==> src/rtl/pcs_pkg.sv <==
package pcs_pkg;

   // Winning sequencing event for one cycle
   typedef enum logic [2:0] {
      EV_HOLD = 3'd0,
      EV_IRQ  = 3'd1,
      EV_POP  = 3'd2,
      EV_CALL = 3'd3,
      EV_PCL  = 3'd4,
      EV_ADV  = 3'd5
   } pcs_ev_e;

endpackage

==> src/rtl/pcs_arb.sv <==
module pcs_arb
   import pcs_pkg::*;
(
   input  logic    irq_i,
   input  logic    gie_i,
   input  logic    ret_i,
   input  logic    reti_i,
   input  logic    call_i,
   input  logic    pcl_we_i,
   input  logic    adv_i,
   output pcs_ev_e ev_o
);

   // Fixed priority: interrupt, pop, call, low-byte write, advance
   always_comb begin
      if (irq_i && gie_i)        ev_o = EV_IRQ;
      else if (ret_i || reti_i)  ev_o = EV_POP;
      else if (call_i)           ev_o = EV_CALL;
      else if (pcl_we_i)         ev_o = EV_PCL;
      else if (adv_i)            ev_o = EV_ADV;
      else                       ev_o = EV_HOLD;
   end

endmodule

==> src/rtl/pcs_hold.sv <==
module pcs_hold #(
   parameter int unsigned REG_W = 8,
   parameter int unsigned HI_W  = 5
) (
   input  logic             clk,
   input  logic             rst_n,
   input  logic             we_i,
   input  logic [REG_W-1:0] wd_i,
   output logic [HI_W-1:0]  hi_o,
   output logic [REG_W-1:0] rd_o
);

   logic [HI_W-1:0] hold_q;

   always_ff @(posedge clk) begin
      if (!rst_n)    hold_q <= '0;
      else if (we_i) hold_q <= wd_i[HI_W-1:0];
   end

   assign hi_o = hold_q;

   // Unused upper bits carry no state and read as zero
   generate
      if (REG_W > HI_W) begin : g_pad
         assign rd_o = {{(REG_W-HI_W){1'b0}}, hold_q};
      end else begin : g_full
         assign rd_o = hold_q;
      end
   endgenerate

endmodule

==> src/rtl/pcs_stack.sv <==
module pcs_stack #(
   parameter int unsigned W     = 13,
   parameter int unsigned DEPTH = 8
) (
   input  logic         clk,
   input  logic         rst_n,
   input  logic         push_i,
   input  logic         pop_i,
   input  logic [W-1:0] din_i,
   output logic [W-1:0] top_o
);

   localparam int unsigned SP_W = $clog2(DEPTH);

   logic [SP_W-1:0] sp_q;
   logic [SP_W-1:0] sp_dec;
   logic [W-1:0]    ents [DEPTH];

   assign sp_dec = sp_q - {{(SP_W-1){1'b0}}, 1'b1};

   // Pointer names the next free slot and wraps modulo DEPTH
   always_ff @(posedge clk) begin
      if (!rst_n)      sp_q <= '0;
      else if (push_i) sp_q <= sp_q + {{(SP_W-1){1'b0}}, 1'b1};
      else if (pop_i)  sp_q <= sp_dec;
   end

   generate
      for (genvar g = 0; g < int'(DEPTH); g++) begin : g_ent
         logic [W-1:0] ent_q;
         always_ff @(posedge clk) begin
            if (!rst_n)                             ent_q <= '0;
            else if (push_i && (sp_q == SP_W'(g))) ent_q <= din_i;
         end
         assign ents[g] = ent_q;
      end
   endgenerate

   assign top_o = ents[sp_dec];

endmodule

==> src/rtl/pcs_top.sv <==
module pcs_top
   import pcs_pkg::*;
#(
   parameter int unsigned PC_W     = 13,
   parameter int unsigned REG_W    = 8,
   parameter int unsigned DEPTH    = 8,
   parameter int unsigned VEC_ADDR = 4
) (
   input  logic             clk,
   input  logic             rst_n,
   input  logic             adv_i,
   input  logic             call_i,
   input  logic             ret_i,
   input  logic             irq_i,
   input  logic             reti_i,
   input  logic [PC_W-1:0]  tgt_i,
   input  logic             pcl_we_i,
   input  logic [REG_W-1:0] pcl_wd_i,
   input  logic             lat_we_i,
   input  logic [REG_W-1:0] lat_wd_i,
   output logic [PC_W-1:0]  fetch_o,
   output logic [REG_W-1:0] pcl_o,
   output logic [REG_W-1:0] lat_o,
   output logic             gie_o
);

   localparam int unsigned HI_W = PC_W - REG_W;
   localparam logic [PC_W-1:0] VEC = PC_W'(VEC_ADDR);
   localparam logic [PC_W-1:0] ONE = {{(PC_W-1){1'b0}}, 1'b1};

   // Elaboration-time parameter checks
   generate
      if (PC_W <= REG_W || PC_W > 2*REG_W) begin : g_bad_width
         $error("pcs_top: PC_W must exceed REG_W and fit in two register bytes");
      end
      if (DEPTH < 2 || (DEPTH & (DEPTH-1)) != 0) begin : g_bad_depth
         $error("pcs_top: DEPTH must be a power of two of at least 2");
      end
      if (VEC_ADDR >= (1 << PC_W)) begin : g_bad_vec
         $error("pcs_top: VEC_ADDR outside the program space");
      end
   endgenerate

   pcs_ev_e         ev;
   logic [PC_W-1:0] pc_q, pc_nx, pc_inc, push_val, stk_top;
   logic [HI_W-1:0] hi;
   logic            push, pop, gie_q, gie_nx;

   pcs_arb u_arb (
      .irq_i    (irq_i),
      .gie_i    (gie_q),
      .ret_i    (ret_i),
      .reti_i   (reti_i),
      .call_i   (call_i),
      .pcl_we_i (pcl_we_i),
      .adv_i    (adv_i),
      .ev_o     (ev)
   );

   pcs_hold #(.REG_W(REG_W), .HI_W(HI_W)) u_hold (
      .clk   (clk),
      .rst_n (rst_n),
      .we_i  (lat_we_i),
      .wd_i  (lat_wd_i),
      .hi_o  (hi),
      .rd_o  (lat_o)
   );

   pcs_stack #(.W(PC_W), .DEPTH(DEPTH)) u_stack (
      .clk    (clk),
      .rst_n  (rst_n),
      .push_i (push),
      .pop_i  (pop),
      .din_i  (push_val),
      .top_o  (stk_top)
   );

   assign pc_inc = pc_q + ONE;

   always_comb begin
      pc_nx    = pc_q;
      push     = 1'b0;
      pop      = 1'b0;
      push_val = pc_inc;
      gie_nx   = gie_q;
      unique case (ev)
         EV_IRQ: begin
            pc_nx    = VEC;
            push     = 1'b1;
            push_val = pc_q;
            gie_nx   = 1'b0;
         end
         EV_POP: begin
            pc_nx = stk_top;
            pop   = 1'b1;
            if (reti_i) gie_nx = 1'b1;
         end
         EV_CALL: begin
            pc_nx = tgt_i;
            push  = 1'b1;
         end
         EV_PCL:  pc_nx = {hi, pcl_wd_i};
         EV_ADV:  pc_nx = pc_inc;
         default: pc_nx = pc_q;
      endcase
   end

   always_ff @(posedge clk) begin
      if (!rst_n) begin
         pc_q  <= '0;
         gie_q <= 1'b1;
      end else begin
         pc_q  <= pc_nx;
         gie_q <= gie_nx;
      end
   end

   assign fetch_o = pc_q;
   assign pcl_o   = pc_q[REG_W-1:0];
   assign gie_o   = gie_q;

endmodule

==> config.mk <==
export PLATFORM = sky130hd
export DESIGN_NAME = pcs_top
export DESIGN_NICKNAME = d
export VERILOG_FILES = /design/src/rtl/pcs_pkg.sv /design/src/rtl/pcs_arb.sv /design/src/rtl/pcs_hold.sv /design/src/rtl/pcs_stack.sv /design/src/rtl/pcs_top.sv
export SDC_FILE = /design/constraint.sdc
export NUM_CORES = 1
export LEC_CHECK = 0
export BUFFER_PORTS_ARGS = -buffer_cell sky130_fd_sc_hd__buf_2
export CORE_MARGIN = 10
export CORE_UTILIZATION = 35
export CTS_BUF_LIST = sky130_fd_sc_hd__clkbuf_16
export DETAILED_ROUTE_END_ITERATION = 12
export PLACE_DENSITY = 0.52
export RECOVER_POWER = 25
export SYNTH_ARGS = -nofsm -noshare
export SYNTH_HDL_FRONTEND = slang
export SYNTH_HIERARCHICAL = 1
export SYNTH_SLANG_ARGS = --single-unit
==> constraint.sdc <==
create_clock -name clk -period 2.8 [get_ports clk]
set_clock_uncertainty 0.05 [all_clocks]
set_input_delay 0.14 -clock clk [delete_from_list [all_inputs] [get_ports clk]]
set_output_delay 0.14 -clock clk [all_outputs]
set_load 0.02 [all_outputs]
==> results.sh, run 1 <==
export IMPL_status="finished clean"
export IMPL_tritoncts="done"
export IMPL_dpl_hpwl_um=13770
export IMPL_grt_usage_pct=15.77
export IMPL_synth_area_top_cells="dfxtp_1, nand2_1, a21boi_1"
export IMPL_syn_area_um2=6904
export IMPL_reg2regPathDepth=10
export IMPL_endpoint_kind="flop"
export IMPL_critPathMaxFanout=8
export IMPL_drtIter0Drc=356
export IMPL_cts_root_buf="clkbuf_16"
export IMPL_layout_common_cells="nand2_1, dfxtp_1, a21boi_1"
export IMPL_layout_commonest_cell="nand2_1"
export IMPL_cts_clk_slew_worst_paths_ns=0.06
export IMPL_synth_xor_area_share_pct=2.374
export IMPL_n_antenna_cell=0
export IMPL_holdBufCountCts=10
export IMPL_grt_pass1_vias=5735
export IMPL_synthMuxAreaShare_pct=10.31
export IMPL_seq_area_frac_synth_pct=36.53
export IMPL_grt_overflow_total=0
export IMPL_r2r_start="u_stack/sp_q[1]"
export IMPL_io_pins=68
export IMPL_fp_row_count=51
export IMPL_post_place_ws_ns=0.2770
export IMPL_layout_setup_ws_ns=0.2506
export IMPL_ant_nets=0
export IMPL_antenna_found_initial=0
export IMPL_timing_final_crit_period_ns=2.549
export IMPL_cp_required_ns=3.10
export IMPL_ctsResizeCount=0
export IMPL_placed_area_um2=7372
export IMPL_power_leakage_nw=2.970
export IMPL_final_cell_area_um2=7984
export IMPL_synthAdderAreaFrac_pct=1.450
export IMPL_pwr_density_cell_nw_per_um2=727.7
export IMPL_avgRoutedWirePerCell_um=17.71
export IMPL_die_w_um=160.5
export IMPL_area_growth_syn_to_layout_pct=15.64
export IMPL_cap_violations=0
export IMPL_layout_drive_gt1_share_pct=12.40
export IMPL_dieArea_um2=25740
export IMPL_min_from="pcl_wd_i[7]"
export IMPL_async_flop_share_pct=0
export IMPL_grt_start_max_net_pins=119
export IMPL_critPathKind="in2reg"
export IMPL_die_h_um=160.5
export IMPL_reg2reg_to="fetch_o[3]"
export IMPL_fin_tns_setup_ns=0
export IMPL_hold_viol=0
export IMPL_synth_edf_count=0
export IMPL_drtPass1Iterations=4
export IMPL_whs_path_depth=4
export IMPL_cts_buffers=17
export IMPL_initial_core_util_pct=35.47
export IMPL_grt_pass1_wl_um=32440
export IMPL_worstSkewPairLatency_ns=0.42
export IMPL_synth_simple_area_share_pct=24.43
export IMPL_cp_arrival_ns=2.85
export IMPL_rsz0062_at_grt="false"
export IMPL_finalCritPeriodShare_pct=91.05
export IMPL_met3_length_um=1095
export IMPL_peakVddDrop_uv=381.0
export IMPL_drcViolationCount=0
export IMPL_hold_path_class="in2reg"
export IMPL_synth_flop_cell="dfxtp_1"
export IMPL_post_cts_buffers=0
export IMPL_fin_util_pct=41.02
export IMPL_start_kind="primary input"
export IMPL_synth_warnings=6
export IMPL_syn_inst=851
export IMPL_synth_top_cell_by_area="dfxtp_1"
export IMPL_synth_compound_area_share_pct=16.58
export IMPL_synth_top_area_share_pct=36.53
export IMPL_cts_sinks=126
export IMPL_min_to="fetch_o[7]"
export IMPL_top_layer_used="met4"
export IMPL_wl_met2_um=9596
export IMPL_nets=936
export IMPL_r2r_slack_ns=0.27
export IMPL_clock_tree_buffer_depth=2
export IMPL_fmax_ghz=0.3923
export IMPL_slew_headroom_pct=26.60
export IMPL_worst_pin_slew_ns=1.093
export IMPL_synth_top_family_by_area="simple AND/OR/NAND/NOR gates"
export IMPL_wirelength_met1_um=9667
export IMPL_finalSetupViolations=0
export IMPL_gp_congestion=0.7782
export IMPL_syn_area_per_cell_um2=8.113
export IMPL_vias_per_cell=5.097
export IMPL_fin_total_pwr_mw=5.810
export IMPL_core_area_um2=19460
export IMPL_num_fill_cells=1999
export IMPL_num_vias=5953
export IMPL_slew_violations=0
export IMPL_wl_um=20690
export IMPL_yosysUniqueCellTypes=59
export IMPL_portBuffers=61
export IMPL_h_tree_depth=4
export IMPL_ys_ff_latch=126
## cells in the mapped netlist (all sizes together) (2+ instances only)
cell type / number
a211oi: 4
a21boi: 104
a21oi: 17
a31oi: 7
a41oi: 2
and2: 5
and3: 4
and3b: 4
and4: 15
buf: 62
clkbuf: 31
dfxtp: 126
ha: 8
inv: 6
mux2i: 70
nand2: 225
nand2b: 3
nand3: 61
nand3b: 4
nand4: 5
nor2: 21
nor2b: 8
nor3: 7
nor3b: 2
o211a: 2
o21ai: 9
o22ai: 2
o31a: 2
xnor2: 11
xor2: 6
## cells by family (layout without fill, tap and decap cells)
family / Yosys count / in the layout
AO/OA/AOI/OAI: 160 / 160
adder cells (fa/ha/maj): 8 / 8
XOR/XNOR: 17 / 17
multiplexers: 71 / 71
buffers and inverters: 100 / 150
flip-flops: 126 / 126
AND/OR/NAND/NOR: 368 / 368
other: 1 / 3
## through the flow
stage / hold slack (ns) / cells
after floorplan: 0.2162 / 853
after global placement: 0.3492 / 1126
after detailed placement: 0.3613 / 1126
after CTS: 0.02996 / 1168
after global routing: 0.07050 / 1168
final: 0.03663 / 1168
## metal layers
metal	vias to the layer above	track usage, %
li1	2954	-
met1	2862	20.00
met2	118	25.39
met3	19	4.141
met4	0	5.301
met5	-	0
## report_power, final
part / internal (mW) / switching (mW) / leakage [nW]
clock: 1.29 / 0.820 / 0.274
sequential: 1.87 / 0.0755 / 1.02
combinational: 0.657 / 1.10 / 1.68
total: 3.82 / 1.99 / 2.97
## critical path, cell delays in order
cell	delay, ns
dlygate4sd3_1	0.53
buf_2	0.16
o31ai_4	0.25
nor2b_1	0.28
nor2b_1	0.23
clkbuf_1	0.35
nor2_1	0.11
xor2_1	0.55
nand2_1	0.12
a21boi_1	0.14
## final cells by class
class / count / area (um2) / share of cell area (%)
multi-input combinational: 627 / 3845 / 48.16
sequential: 126 / 2522 / 31.59
timing repair buffer: 112 / 705.7 / 8.839
clock buffer: 17 / 425.4 / 5.328
tap: 265 / 331.6 / 4.153
clock inverter: 15 / 131.4 / 1.646
inverter: 6 / 22.52 / 0.2821
## registers in the layout (all words and copies together), names as in the netlist
name                 count
u_stack/g_ent.ent_q    104
fetch_o                 13
u_hold/hi_o              5
u_stack/sp_q             3
gie_o                    1
## worst max-delay path by stage
stage                    start                    endpoint  slack [ns]  depth (start not counted)
2_1_floorplan  u_stack/sp_q[0]                 fetch_o[10]        0.10                         13
3_5_place_dp   u_stack/sp_q[1]                  fetch_o[3]        0.28                         10
6_report                reti_i  u_stack/g_ent[3].ent_q[10]        0.25                         10
5_1_grt                 reti_i  u_stack/g_ent[2].ent_q[10]        0.01                         10
3_3_place_gp   u_stack/sp_q[1]                  fetch_o[4]        0.31                         10
4_1_cts        u_stack/sp_q[1]                  fetch_o[3]        0.26                         10
No activity file was read; power rests on OpenSTA's default activity.
==> run 2: changes to the inputs <==
Settings changed: CTS_BUF_LIST sky130_fd_sc_hd__clkbuf_16 to sky130_fd_sc_hd__clkbuf_2 sky130_fd_sc_hd__clkbuf_4 sky130_fd_sc_hd__clkbuf_8.
==> results.sh, run 2 (synthesis gave the netlist of run 1 again) <==
export IMPL_drtPass1Iterations=6
export IMPL_finalCritPeriodShare_pct=89.86
export IMPL_grt_overflow_total=0
export IMPL_io_pins=68
export IMPL_core_area_um2=19460
export IMPL_cp_arrival_ns=2.78
export IMPL_die_h_um=160.5
export IMPL_r2r_slack_ns=0.28
export IMPL_endpoint_kind="flop"
export IMPL_fp_row_count=51
export IMPL_grt_start_max_net_pins=119
export IMPL_clock_tree_buffer_depth=2
export IMPL_cts_root_buf="clkbuf_8"
export IMPL_fin_total_pwr_mw=5.274
export IMPL_cp_endpoint="fetch_o[3]"
export IMPL_grt_usage_pct=15.82
export IMPL_start_kind="flop"
export IMPL_critPathKind="reg2reg"
export IMPL_largest_reg_flops=104
export IMPL_area_growth_syn_to_layout_pct=13.32
export IMPL_drcViolationCount=0
export IMPL_nets=937
export IMPL_portBuffers=61
export IMPL_timing_final_crit_period_ns=2.516
export IMPL_antenna_found_initial=0
export IMPL_initial_core_util_pct=35.47
export IMPL_worst_pin_slew_ns=1.055
export IMPL_status="finished clean"
export IMPL_fmax_ghz=0.3974
export IMPL_hold_path_class="in2reg"
export IMPL_whs_ns=0.03207
export IMPL_r2r_start="u_stack/sp_q[1]"
export IMPL_worstSkewPairLatency_ns=0.45
export IMPL_layout_common_cells="nand2_1, dfxtp_1, a21boi_1"
export IMPL_startpoint="u_stack/sp_q[1]"
export IMPL_tritoncts="done"
export IMPL_wl_um=20710
export IMPL_dieArea_um2=25740
export IMPL_reg2reg_to="fetch_o[3]"
export IMPL_slew_violations=0
export IMPL_fin_tns_setup_ns=0
export IMPL_layout_commonest_cell="nand2_1"
export IMPL_layout_drive_gt1_share_pct=12.83
export IMPL_avgRoutedWirePerCell_um=17.72
export IMPL_die_w_um=160.5
export IMPL_reg2regPathDepth=10
export IMPL_ant_nets=0
export IMPL_cts_buffers=17
export IMPL_grt_pass1_wl_um=32510
export IMPL_grt_pass1_vias=5740
export IMPL_gp_congestion=0.7782
export IMPL_vias_per_cell=5.079
export IMPL_cts_sinks=126
export IMPL_h_tree_depth=4
export IMPL_drtIter0Drc=392
export IMPL_power_leakage_nw=2.896
export IMPL_rsz0062_at_grt="false"
export IMPL_peakVddDrop_uv=271.7
export IMPL_num_vias=5937
export IMPL_slew_headroom_pct=29.15
export IMPL_pwr_density_cell_nw_per_um2=674.1
export IMPL_dpl_hpwl_um=13770
export IMPL_critPathMaxFanout=16
export IMPL_cap_violations=0
export IMPL_cp_required_ns=3.07
export IMPL_cts_clk_slew_worst_paths_ns=0.08
export IMPL_regMostFlops="u_stack/g_ent.ent_q"
export IMPL_n_antenna_cell=0
export IMPL_hold_viol=0
export IMPL_finalSetupViolations=0
[run 2: changes by cell type in the layout (fill, tap and decap cells not counted), moves of 2 or more]
cell	delta
inv_1	-2
clkbuf_16	-17
clkbuf_4	+2
clkbuf_8	+18
[run 2: power by group]
group	internal, mW	switching [mW]
clock	0.822	0.754
combinational	0.660	1.09
sequential	1.87	0.0759
[run 2: critical path, stage by stage (launching register included)]
cell	delay, ns
dfxtp_1	0.38
inv_1	0.12
ha_4	0.48
buf_4	0.28
mux2i_1	0.21
nand3_1	0.09
and4_1	0.23
mux2i_1	0.15
nor2_1	0.08
a211oi_1	0.21
a21oi_1	0.09
[run 2: metrics by stage]
stage          instance area (um2)  utilization (%)  setup WS, ns  cells
5_1_grt                       7824            40.20       0.06158   1169
6_report                      7824            40.20        0.2839   1169
2_1_floorplan                 6912                -        0.1036    853
4_1_cts                       7865            40.41        0.2584   1169
3_5_place_dp                  7372            37.88        0.2770   1126
3_3_place_gp                  7372            37.88        0.3083   1126
[run 2: layer usage]
layer | GRT usage [%] | vias to the layer above | share of wire, %
met1 | 20.14 | 2851 | 47
met4 | 4.299 | 0 | 1.1
met5 | 0 | - | 0
met3 | 4.422 | 13 | 5.4
met2 | 25.65 | 123 | 47
li1 | - | 2950 | -
[run 2: timing repair]
item,4_1_cts,5_1_grt
hold endpoints to repair,11,0
hold buffers,11,0
buffers inserted,0,0
resized for setup,0,0
[run 2: area by class of cell]
| cell class | count | area, um2 |
|---|---|---|
| well taps | 265 | 331.6 |
| clock buffers | 20 | 262.8 |
| multi-input cells | 627 | 3845 |
| clock inverters | 12 | 120.1 |
| fillers | 2013 | 11640 |
| flip-flops and latches | 126 | 2522 |
| repair buffers | 113 | 719.4 |
| inverters | 6 | 22.52 |
[run 2: worst min-delay path by stage]
stage,from,to,slack [ns],depth (start not counted)
after floorplan,rst_n,fetch_o[12],0.22,2
after global placement,lat_wd_i[2],u_hold/hi_o[2],0.35,3
after detailed placement,lat_wd_i[1],u_hold/hi_o[1],0.36,3
after CTS,lat_we_i,u_hold/hi_o[2],0.006,3
after global routing,lat_we_i,u_hold/hi_o[2],0.02,3
final,lat_we_i,u_hold/hi_o[2],0.03,3
==> run 3: changes to the inputs <==
Settings changed: CORE_ASPECT_RATIO set to 0.7, SLEW_MARGIN set to 20.
==> results.sh, run 3 (synthesis gave the netlist of run 1 again) <==
export IMPL_multiInputGateArea_um2=3845
export IMPL_dpl_hpwl_um=13610
export IMPL_clock_tree_buffer_depth=2
export IMPL_antenna_found_initial=0
export IMPL_fin_tns_setup_ns=0
export IMPL_drtPass1Iterations=5
export IMPL_h_tree_depth=4
export IMPL_dieArea_um2=25830
export IMPL_layout_drive_gt1_share_pct=11.78
export IMPL_drtIter0Drc=448
export IMPL_avgRoutedWirePerCell_um=16.60
export IMPL_peakVddDrop_uv=321.1
export IMPL_rsz0062_at_grt="false"
export IMPL_start_kind="flop"
export IMPL_critPathKind="reg2reg"
export IMPL_die_h_um=137.5
export IMPL_grt_usage_pct=14.71
export IMPL_layout_commonest_cell="nand2_1"
export IMPL_crit_chain="nand2_1 > o211a_1 > nor2b_1 > clkbuf_2 > and2_0 > nand2_1 > a21boi_0"
export IMPL_cap_violations=0
export IMPL_nets=924
export IMPL_r2r_start="gie_o"
export IMPL_seq_power_share_pct=37.4
export IMPL_num_fill_cells=2054
export IMPL_regMostFlops="u_stack/g_ent.ent_q"
export IMPL_critPathMaxFanout=21
export IMPL_tritoncts="done"
export IMPL_portBuffers=61
export IMPL_cts_buffers=17
export IMPL_reg2reg_to="u_stack/g_ent[7].ent_q[1]"
export IMPL_hold_path_class="in2reg"
export IMPL_reg2regPathDepth=7
export IMPL_pwr_share_clk_pct=31.5
export IMPL_ant_nets=0
export IMPL_r2r_slack_ns=0.34
export IMPL_finalSetupViolations=0
export IMPL_area_growth_syn_to_layout_pct=12.31
export IMPL_core_area_um2=19130
export IMPL_grt_start_max_net_pins=97
export IMPL_startpoint="gie_o"
export IMPL_status="finished clean"
export IMPL_critPathBufInv=1
export IMPL_grt_overflow_total=0
export IMPL_cts_clk_slew_worst_paths_ns=0.09
export IMPL_cp_required_ns=3.11
export IMPL_post_place_ws_ns=0.3591
export IMPL_power_switching_mw=1.904
export IMPL_hold_viol=0
export IMPL_swShare_pct=36.39
export IMPL_worst_pin_slew_ns=0.8655
export IMPL_num_vias=5943
export IMPL_worstSkewPairLatency_ns=0.44
export IMPL_slew_violations=0
export IMPL_layout_common_cells="nand2_1, dfxtp_1, a21boi_1"
export IMPL_timing_final_crit_period_ns=2.456
export IMPL_slowest_stage="and2_0"
export IMPL_grt_pass1_wl_um=30730
export IMPL_largest_reg_flops=104
export IMPL_power_frac_comb_pct=31.1
export IMPL_cp_common_cell="nand2_1"
export IMPL_io_pins=68
export IMPL_fmax_ghz=0.4072
export IMPL_slew_headroom_pct=41.89
export IMPL_cp_endpoint="u_stack/g_ent[7].ent_q[1]"
export IMPL_layout_setup_ws_ns=0.3442
export IMPL_register_area_um2=2522
export IMPL_internal_power_mw=3.329
export IMPL_grt_pass1_vias=5558
export IMPL_die_w_um=187.9
export IMPL_drcViolationCount=0
export IMPL_endpoint_kind="flop"
export IMPL_n_antenna_cell=0
export IMPL_finalCritPeriodShare_pct=87.71
export IMPL_power_leakage_nw=2.843
export IMPL_initial_core_util_pct=36.09
export IMPL_vias_per_cell=5.145
export IMPL_cp_arrival_ns=2.77
export IMPL_crit_family="simple AND/OR/NAND/NOR gates"
export IMPL_cts_sinks=126
export IMPL_wl_um=19180
export IMPL_cts_root_buf="clkbuf_8"
export IMPL_fp_row_count=42
export IMPL_crit_cells=7
export IMPL_pwr_density_cell_nw_per_um2=674.9
export IMPL_slowest_delay_ns=0.73
export IMPL_gp_congestion=0.8636
==> run 3: worst register-to-register path: stages (launching register included) <==
cell and delay, ns:
dfxtp_1 0.40, nand2_1 0.13, o211a_1 0.16, nor2b_1 0.23, clkbuf_2 0.37, and2_0 0.73, nand2_1 0.12, a21boi_0 0.18
==> run 3: power groups by stage <==
| stage | Clock [mW] | Sequential [mW] | Combinational (mW) |
|---|---|---|---|
| finish | 1.65 | 1.96 | 1.63 |
| global route | 1.75 | 1.97 | 1.79 |
| CTS | 1.68 | 1.95 | 1.66 |
| floorplan | 0 | 2.00 | 1.16 |
| detailed placement | 0 | 1.99 | 1.64 |
| global placement | 0 | 1.99 | 1.64 |
==> run 3: stage by stage <==
| stage | utilization (%) | hold WS (ns) | power (mW) | cell area (um2) | cells |
|---|---|---|---|---|---|
| 2_1_floorplan | - | 0.2162 | 3.168 | 6912 | 853 |
| 3_3_place_gp | 38.09 | 0.3583 | 3.634 | 7286 | 1112 |
| 3_5_place_dp | 38.09 | 0.3583 | 3.633 | 7286 | 1112 |
| 4_1_cts | 40.75 | 0.007093 | 5.296 | 7795 | 1155 |
| 5_1_grt | 40.54 | 0.03860 | 5.506 | 7754 | 1155 |
| 6_report | 40.54 | 0.02116 | 5.233 | 7754 | 1155 |
==> run 3: area by class of cell <==
cell class | instances | share of cell area, %
clock buffers | 18 | 3.114
clock inverters | 14 | 2.033
inverters | 6 | 0.2905
multi-input cells | 627 | 49.59
flip-flops and latches | 126 | 32.53
well taps | 264 | 4.260
repair buffers | 100 | 8.181
==> run 3: how the worst min path moves through the flow <==
stage / depth (start not counted) / slack, ns / end / start
floorplan: 2 / 0.22 / fetch_o[12] / rst_n
global placement: 3 / 0.36 / u_hold/hi_o[3] / lat_wd_i[3]
detailed placement: 3 / 0.36 / u_hold/hi_o[3] / lat_wd_i[3]
CTS: 3 / 0.007 / u_hold/hi_o[1] / lat_we_i
global route: 3 / 0.04 / u_hold/hi_o[0] / lat_we_i
finish: 3 / 0.02 / u_hold/hi_o[3] / lat_we_i
==> run 3: repair_timing <==
action                                  in CTS  in global routing
gates resized for setup                      0                  0
buffers inserted                             0                  0
hold buffers                                11                  0
hold endpoints to repair                    11                  0
endpoints found under the setup margin       0                  0
==> run 3: routing by layer <==
| metal | share of wire [%] | wire, um | up-vias | track usage (%) |
|---|---|---|---|---|
| met3 | 3.8 | 725 | 17 | 2.652 |
| met4 | 0.85 | 163 | 0 | 3.853 |
| met1 | 53 | 10240 | 2857 | 21.57 |
| met5 | 0 | 0 | - | 0 |
| li1 | - | - | 2938 | - |
| met2 | 42 | 8047 | 131 | 21.53 |
